<file path="src/rtl/accShiftPkg.sv">
package accShiftPkg;
  localparam int DATA_W    = 16;
  localparam int INSTR_W   = 16;
  localparam int OPC_W     = 4;
  localparam int SEL_LSB   = 10;
  localparam int CNT_W     = $clog2(DATA_W);
  localparam logic [OPC_W-1:0] SHIFT_OPC = 4'h2;

  typedef enum logic [1:0] {
    OP_SHL = 2'b00,
    OP_SHR = 2'b01,
    OP_ROL = 2'b10,
    OP_ROR = 2'b11
  } shiftOp_e;

  // strobes from control to datapath
  typedef struct packed {
    logic             load;
    logic             dirRight;
    logic             wrap;
    logic [CNT_W-1:0] amount;
  } shiftStrobe_t;
endpackage

</file>
<file path="src/rtl/accShiftCtl.sv">
module accShiftCtl
  import accShiftPkg::*;
#(
  parameter int IW = INSTR_W
) (
  input  logic          issueValid,
  input  logic [IW-1:0] instrWord,
  output shiftStrobe_t  strobe
);
  localparam int RSV_HI = SEL_LSB - 1;
  localparam int RSV_LO = CNT_W;

  logic [OPC_W-1:0] opcField;
  shiftOp_e         selField;
  logic             unusedReserved;

  assign opcField = instrWord[IW-1 -: OPC_W];
  assign selField = shiftOp_e'(instrWord[SEL_LSB +: 2]);
  // reserved field between selector and count carries no meaning
  assign unusedReserved = ^instrWord[RSV_HI:RSV_LO];

  always_comb begin
    strobe          = '0;
    strobe.load     = issueValid && (opcField == SHIFT_OPC);
    strobe.amount   = instrWord[CNT_W-1:0];
    unique case (selField)
      OP_SHL: begin strobe.dirRight = 1'b0; strobe.wrap = 1'b0; end
      OP_SHR: begin strobe.dirRight = 1'b1; strobe.wrap = 1'b0; end
      OP_ROL: begin strobe.dirRight = 1'b0; strobe.wrap = 1'b1; end
      OP_ROR: begin strobe.dirRight = 1'b1; strobe.wrap = 1'b1; end
      default: begin strobe.dirRight = 1'b0; strobe.wrap = 1'b0; end
    endcase
  end
endmodule

</file>
<file path="src/rtl/accShiftDp.sv">
module accShiftDp
  import accShiftPkg::*;
#(
  parameter int DW = DATA_W
) (
  input  logic          clk,
  input  logic          rstN,
  input  shiftStrobe_t  strobe,
  input  logic [DW-1:0] accIn,
  output logic          resultValid,
  output logic [DW-1:0] accOut
);
  localparam int STAGES = CNT_W;

  logic [DW-1:0] stageVal [0:STAGES];

  assign stageVal[0] = accIn;

  // logarithmic barrel: stage k moves by 2**k when amount bit k is set
  for (genvar k = 0; k < STAGES; k++) begin : g_stage
    localparam int S = 1 << k;
    logic [DW-1:0] cur;
    logic [S-1:0]  fillLeft;
    logic [S-1:0]  fillRight;
    logic [DW-1:0] movedLeft;
    logic [DW-1:0] movedRight;

    assign cur        = stageVal[k];
    assign fillLeft   = strobe.wrap ? cur[DW-1 -: S] : '0;
    assign fillRight  = strobe.wrap ? cur[S-1:0]     : '0;
    assign movedLeft  = {cur[DW-1-S:0], fillLeft};
    assign movedRight = {fillRight, cur[DW-1:S]};

    always_comb begin
      if (!strobe.amount[k])   stageVal[k+1] = cur;
      else if (strobe.dirRight) stageVal[k+1] = movedRight;
      else                      stageVal[k+1] = movedLeft;
    end
  end

  always_ff @(posedge clk) begin
    if (!rstN) begin
      resultValid <= 1'b0;
      accOut      <= '0;
    end else begin
      resultValid <= strobe.load;
      if (strobe.load) accOut <= stageVal[STAGES];
    end
  end
endmodule

</file>
<file path="src/rtl/accShiftUnit.sv">
module accShiftUnit
  import accShiftPkg::*;
#(
  parameter int DW = DATA_W,
  parameter int IW = INSTR_W
) (
  input  logic          clk,
  input  logic          rstN,
  input  logic          issueValid,
  input  logic [IW-1:0] instrWord,
  input  logic [DW-1:0] accIn,
  output logic          resultValid,
  output logic [DW-1:0] accOut
);
  shiftStrobe_t strobe;

  accShiftCtl #(.IW(IW)) ctl_i (
    .issueValid (issueValid),
    .instrWord  (instrWord),
    .strobe     (strobe)
  );

  accShiftDp #(.DW(DW)) dp_i (
    .clk         (clk),
    .rstN        (rstN),
    .strobe      (strobe),
    .accIn       (accIn),
    .resultValid (resultValid),
    .accOut      (accOut)
  );
endmodule

</file>
<file path="config.mk">
export PLATFORM = sky130hd
export DESIGN_NAME = accShiftUnit
export DESIGN_NICKNAME = d
export VERILOG_FILES = /design/src/rtl/accShiftPkg.sv /design/src/rtl/accShiftCtl.sv /design/src/rtl/accShiftDp.sv /design/src/rtl/accShiftUnit.sv
export SDC_FILE = /design/constraint.sdc
export NUM_CORES = 1
export LEC_CHECK = 0
export CORE_ASPECT_RATIO = 1.4
export CORE_MARGIN = 2
export CORE_UTILIZATION = 43
export DETAILED_ROUTE_END_ITERATION = 8
export PLACE_DENSITY = 0.75
export SLEW_MARGIN = 20
export SYNTH_ARGS = -nofsm -noshare
export SYNTH_HDL_FRONTEND = slang
export SYNTH_SLANG_ARGS = --single-unit
</file>
<file path="constraint.sdc">
create_clock -name clk -period 1.9 [get_ports clk]
set_input_delay 0.19 -clock clk [delete_from_list [all_inputs] [get_ports clk]]
set_output_delay 0.19 -clock clk [all_outputs]
set_load 0.02 [all_outputs]
</file>
Word level (Yosys, flattened, before mapping)
Index checks and enable logic that the tools add are counted.
W data, S select, Z words.
{"block": "word_totals", "input_bits": 35, "out_inout_bits": 17, "register_bits": 17}
{"block": "classes", "muxes": 17, "reduce_logical": 2, "eq_ne": 4}
{"cell": "$mux W16", "n": 8}
{"cell": "$mux W8", "n": 2}
{"cell": "$mux W4", "n": 2}
{"cell": "$pmux W2 S4", "n": 1}
{"cell": "$eq A2 B2 Y1 const B", "n": 2}
{"cell": "$eq A4 B2 Y1 const B", "n": 1}
{"cell": "$mux W2", "n": 2}
{"cell": "$eq A2 B1 Y1 const B", "n": 1}
{"cell": "$logic_not A2 Y1", "n": 1}
{"cell": "$mux W1", "n": 2}
{"cell": "$logic_and A1 B1 Y1", "n": 1}

Logic depth before layout (Yosys ltp)
{"block": "logic_depth", "depth_word": 14, "mapped_depth": 11}

By module
Synthesis repeated with hierarchy kept, for this count alone.
{"block": "hier_totals", "hier_cells": 298, "area_unflattened_um2": 2288.4}
{"module": "accShiftDp", "instances": 1, "area_per_inst_um2": 2237.1, "seq_area_each_um2": 340.3, "cells_per_inst": 290}
{"module": "accShiftCtl", "instances": 1, "area_per_inst_um2": 51.3, "seq_area_each_um2": 0.0, "cells_per_inst": 8}

Worst setup path after synthesis
Ideal clock, no wire load.
{"block": "synth_timing", "path_kind": "input-to-reg", "startpoint": "input instrWord[10]", "endpoint": "register dp_i.accOut[2]", "path_stages": 8, "setup_slack_ns": 0.188, "required_ns": 1.778, "arrival_ns": 1.591, "setup_ns": 0.122, "cell_sequence": "buf_6 buf_8 mux2_4 a211oi_2 a211oi_1 o31a_1 a221oi_1 nor2_1"}
{"block": "synth_via", "elab_chain_cells": 13}
{"element": "start, declared", "line_no": "accShiftUnit.sv:10", "source": "input logic [IW-1:0] instrWord,"}
{"element": "$eq A2 B2 Y1, or another cell as far along", "line_no": "accShiftCtl.sv:26", "source": "unique case (selField)"}
{"element": "$pmux W2 S4 *", "line_no": "accShiftCtl.sv:26"}
{"element": "$mux W1", "line_no": "accShiftDp.sv:29", "source": "assign fillLeft = strobe.wrap ? cur[DW-1 -: S] : '0;"}
{"element": "$mux W16", "line_no": "accShiftDp.sv:36", "source": "else if (strobe.dirRight) stageVal[k+1] = movedRight;"}
{"element": "$mux W16", "line_no": "accShiftDp.sv:35", "source": "if (!strobe.amount[k]) stageVal[k+1] = cur;"}
{"element": "$mux W2", "line_no": "accShiftDp.sv:30", "source": "assign fillRight = strobe.wrap ? cur[S-1:0] : '0;"}
{"element": "$mux W16", "line_no": "accShiftDp.sv:36"}
{"element": "$mux W16", "line_no": "accShiftDp.sv:35"}
{"element": "$mux W16", "line_no": "accShiftDp.sv:36"}
{"element": "$mux W16", "line_no": "accShiftDp.sv:35"}
{"element": "$mux W8", "line_no": "accShiftDp.sv:29"}
{"element": "$mux W16", "line_no": "accShiftDp.sv:36"}
{"element": "$mux W16 *", "line_no": "accShiftDp.sv:35"}
{"element": "end signal, assigned", "line_no": "accShiftDp.sv:47", "source": "if (strobe.load) accOut <= stageVal[STAGES];"}
{"element": "end, declared", "line_no": "accShiftDp.sv:11", "source": "output logic [DW-1:0] accOut"}
Mark *: on every way between the ends. The rest lies on a longest branch, timed or not.
A chain may end at the register's enable or synchronous reset.

Final worst setup path
{"block": "layout_timing", "startpoint": "input accIn[4]", "endpoint": "register dp_i.accOut[14]"}
{"block": "layout_via", "elab_chain_cells": 8}
{"element": "start, declared", "line_no": "accShiftUnit.sv:11", "source": "input logic [DW-1:0] accIn,"}
{"element": "$mux W16 *", "line_no": "accShiftDp.sv:35"}
{"element": "$mux W16 *", "line_no": "accShiftDp.sv:36"}
{"element": "$mux W16 *", "line_no": "accShiftDp.sv:35"}
{"element": "$mux W16", "line_no": "accShiftDp.sv:36"}
{"element": "$mux W16 *", "line_no": "accShiftDp.sv:35"}
{"element": "$mux W8", "line_no": "accShiftDp.sv:30"}
{"element": "$mux W16", "line_no": "accShiftDp.sv:36"}
{"element": "$mux W16 *", "line_no": "accShiftDp.sv:35"}
Marked as above.

==> out/results.txt <==
ANT nets after route: 0
Vias per std cell: 6.05
PwrDens: 396 mW/mm^2
Gate power share: 53.6%
Skew final: 0 ps
Fill count: 469
P_int: 871 uW
Post-Syn Area: 0.00227 mm^2
Worst setup EP type: register
Largest net degree at the start of global routing: 25
Lkg Pwr: 1.54 nW
Clock Path Buffers: 2
Req. time, crit path: 2070 ps
Peak Freq: 532 MHz
CTS Sinks: 17
# diodes: 0
Syn-to-layout area delta: 53.9%
CTS tree: done
Multi-input logic area: 0.00179 mm^2
Power share of the sequential group: 27.0%
DR WL/cell: 18.2 um
Synth unique cells: 53
Setup TNS: 0 ps
Die width: 65.4 um
Clk slew on worst S/H paths: 70 ps
DRC errors left: 0
Synth Net Count: 355
Row cnt: 31
Final wirelength: 9.09 mm
Post-synth EDFFs: 0
Crit Path Max Fanout: 3
Slew Limit Fails: 0
Post-route minimum period: 1880 ps
Setup-failing EPs final: 0
Max_cap viols: 0
Clock Latency Late Sink: 250 ps
GR Overflow Total: 0
Final Non-Filler Cells: 500
Chip height: 89.9 um
Prevailing post-synth register cell: dfxtp_1
Port Buf Inserts: 45
First-pass GRT wire length: 14.3 mm
Antenna violations before repair: 0
Reg area: 340 um^2
Initial Util: 44.3%
Switching power: 509 uW
Total Routing Usage GR: 30.9%
Final hold vios: 0
Slew headroom: 74.8%
Sequential area share after synthesis: 15.0%
Nets@finish: 470
I/O pin total: 52
Type of the worst setup path: input port to register
Layout cell share with drive strength beyond 1: 27.6%
Worst Tran Pin Value: 373 ps
Vias: 3023
DRT iter0 DRCs: 222
Placed cell count: 494
RSZ-0062 raised after global routing: yes
#FFs+latches synth: 17
Synthesized area per cell: 7.08 um^2
H-tree lvl count: 1
Power after layout: 1.38 mW
Net Sw Frac: 36.9%
HPWL after detailed placement: 7.25 mm
Yosys warns: 0
Peak supply drop: 0.152 mV
Clock power share: 19.4%
Fraction of registers with async set/reset: 0%
Die ar.: 0.00588 mm^2
Core Region: 0.00512 mm^2
Total CTS buffers: 3
Status: complete, no violations
Post-Syn Instances: 320
Drt first pass iters: 5
Root Buffer: clkbuf_8
Fin crit share: 99.0%
Hold WC Path Type: register to register
Crit path DAT: 2050 ps
CP startpoint kind: input port
Vias in the first global route: 2944
Routability cong.: 1.03
## cell families after synthesis
| group | after synthesis | synth area share [%] |
|---|---|---|
| AND/OR/NAND/NOR | 94 | 19.9 |
| AO/OA/AOI/OAI | 136 | 38.6 |
| flip-flops | 17 | 15.0 |
| multiplexers | 37 | 17.8 |
| buffers and inverters | 36 | 8.66 |
## per-layer routing
metal,track usage (%),vias to the layer above,routed length [um]
li1,-,1458,-
met1,36.1,1386,3430
met2,56.2,147,4770
met3,1.75,32,529
met4,13.9,0,357
met5,0,-,0
## stage by stage
stage               setup slack (ps)  util [%]  cell area [um^2]  hold slack, ps
floorplan                        188         -              2270             293
global placement                -230      65.1              3330             507
CTS                             6.28      66.1              3380             546
finish                          19.3      68.1              3490             542
global route                   -41.0      68.1              3490             577
detailed placement              -243      65.1              3330             530
## worst paths after layout
check,slack (ps),to,cells after the start,start
max,20,dp_i.accOut[14]$_SDFFE_PN0P_,8,accIn[4]
min,540,dp_i.accOut[10]$_SDFFE_PN0P_,2,dp_i.accOut[10]$_SDFFE_PN0P_
min reg2reg,540,dp_i.accOut[10]$_SDFFE_PN0P_,2,dp_i.accOut[10]$_SDFFE_PN0P_
max reg2reg,870,dp_i.accOut[13]$_SDFFE_PN0P_,4,dp_i.accOut[13]$_SDFFE_PN0P_
## area by class of cell
| type | count | area share [%] |
|---|---|---|
| clock buffers | 3 | 1.18 |
| clock inverters | 1 | 0.143 |
| inverters | 8 | 0.861 |
| multi-input cells | 267 | 51.2 |
| flip-flops and latches | 17 | 9.76 |
| well taps | 66 | 2.37 |
| repair buffers | 138 | 34.5 |
## cells in the mapped netlist, types with 3 or more instances
cell type  instances  area (um^2)
o21ai_0           38          190
mux2i_1           31          310
nand2_1           27          101
a21oi_1           24          120
nor2_1            22         82.6
dfxtp_1           17          340
nand2b_1          14         87.6
a31oi_1           12         75.1
o22ai_1           12         75.1
nand3_1           11         55.1
buf_2             10         50.1
clkbuf_1          10         37.5
inv_1              7         26.3
o211ai_1           7         52.6
o221ai_1           6         52.6
a211oi_1           5         37.5
nor3_1             5         25.0
a311oi_1           4         35.0
buf_4              4         30.0
buf_6              3         33.8
mux2_2             3         33.8
nor2b_1            3         18.8
o31ai_1            3         22.5
## sequential cells by signal, indices dropped and copies added, names as in the netlist
signal / cells
dp_i.accOut: 16
dp_i.resultValid: 1
## repair_timing
| item | CTS | global route |
|---|---|---|
| setup endpoints to repair | 1 | 16 |
| cloned | 0 | 1 |
| hold buffers | 0 | 0 |
| pin swaps | 0 | 3 |
| resized for setup | 1 | 22 |
| endpoints found under the hold margin | 0 | 0 |
| setup buffers | 0 | 1 |
## power groups by stage
stage          logic (mW)  clock network (mW)  registers [mW]
6_report            0.739               0.268           0.373
5_1_grt             0.795               0.295           0.374
4_1_cts             0.705               0.272           0.373
3_5_place_dp        0.701                   0           0.381
3_3_place_gp        0.692                   0           0.380
2_1_floorplan       0.344                   0           0.393
## critical path: stages
cell and delay, ps:
clkdlybuf4s50_1 500, buf_4 130, nand2_1 90, a31o_2 290
or4_1 400, o311ai_0 130, a31oi_1 120, o22ai_1 190
## cell usage in the layout, fill, tap and decap left out, types with 5 or more instances in the layout
cell / netlist / final
nand2_1: 27 / 26
inv_1: 7 / 7
nor3_1: 5 / 5
nor2_1: 22 / 22
nand2b_1: 14 / 14
o21ai_0: 38 / 34
o21ai_1: 2 / 5
clkdlybuf4s50_1: 0 / 37
mux2i_1: 31 / 31
dlymetal6s2s_1: 0 / 6
nand3_1: 11 / 11
a211oi_1: 5 / 5
o211ai_1: 7 / 7
a21oi_1: 24 / 24
dfxtp_1: 17 / 17
o221ai_1: 6 / 6
a31oi_1: 12 / 10
o22ai_1: 12 / 12
buf_4: 4 / 89
No activity file was read; power rests on OpenSTA's default activity.
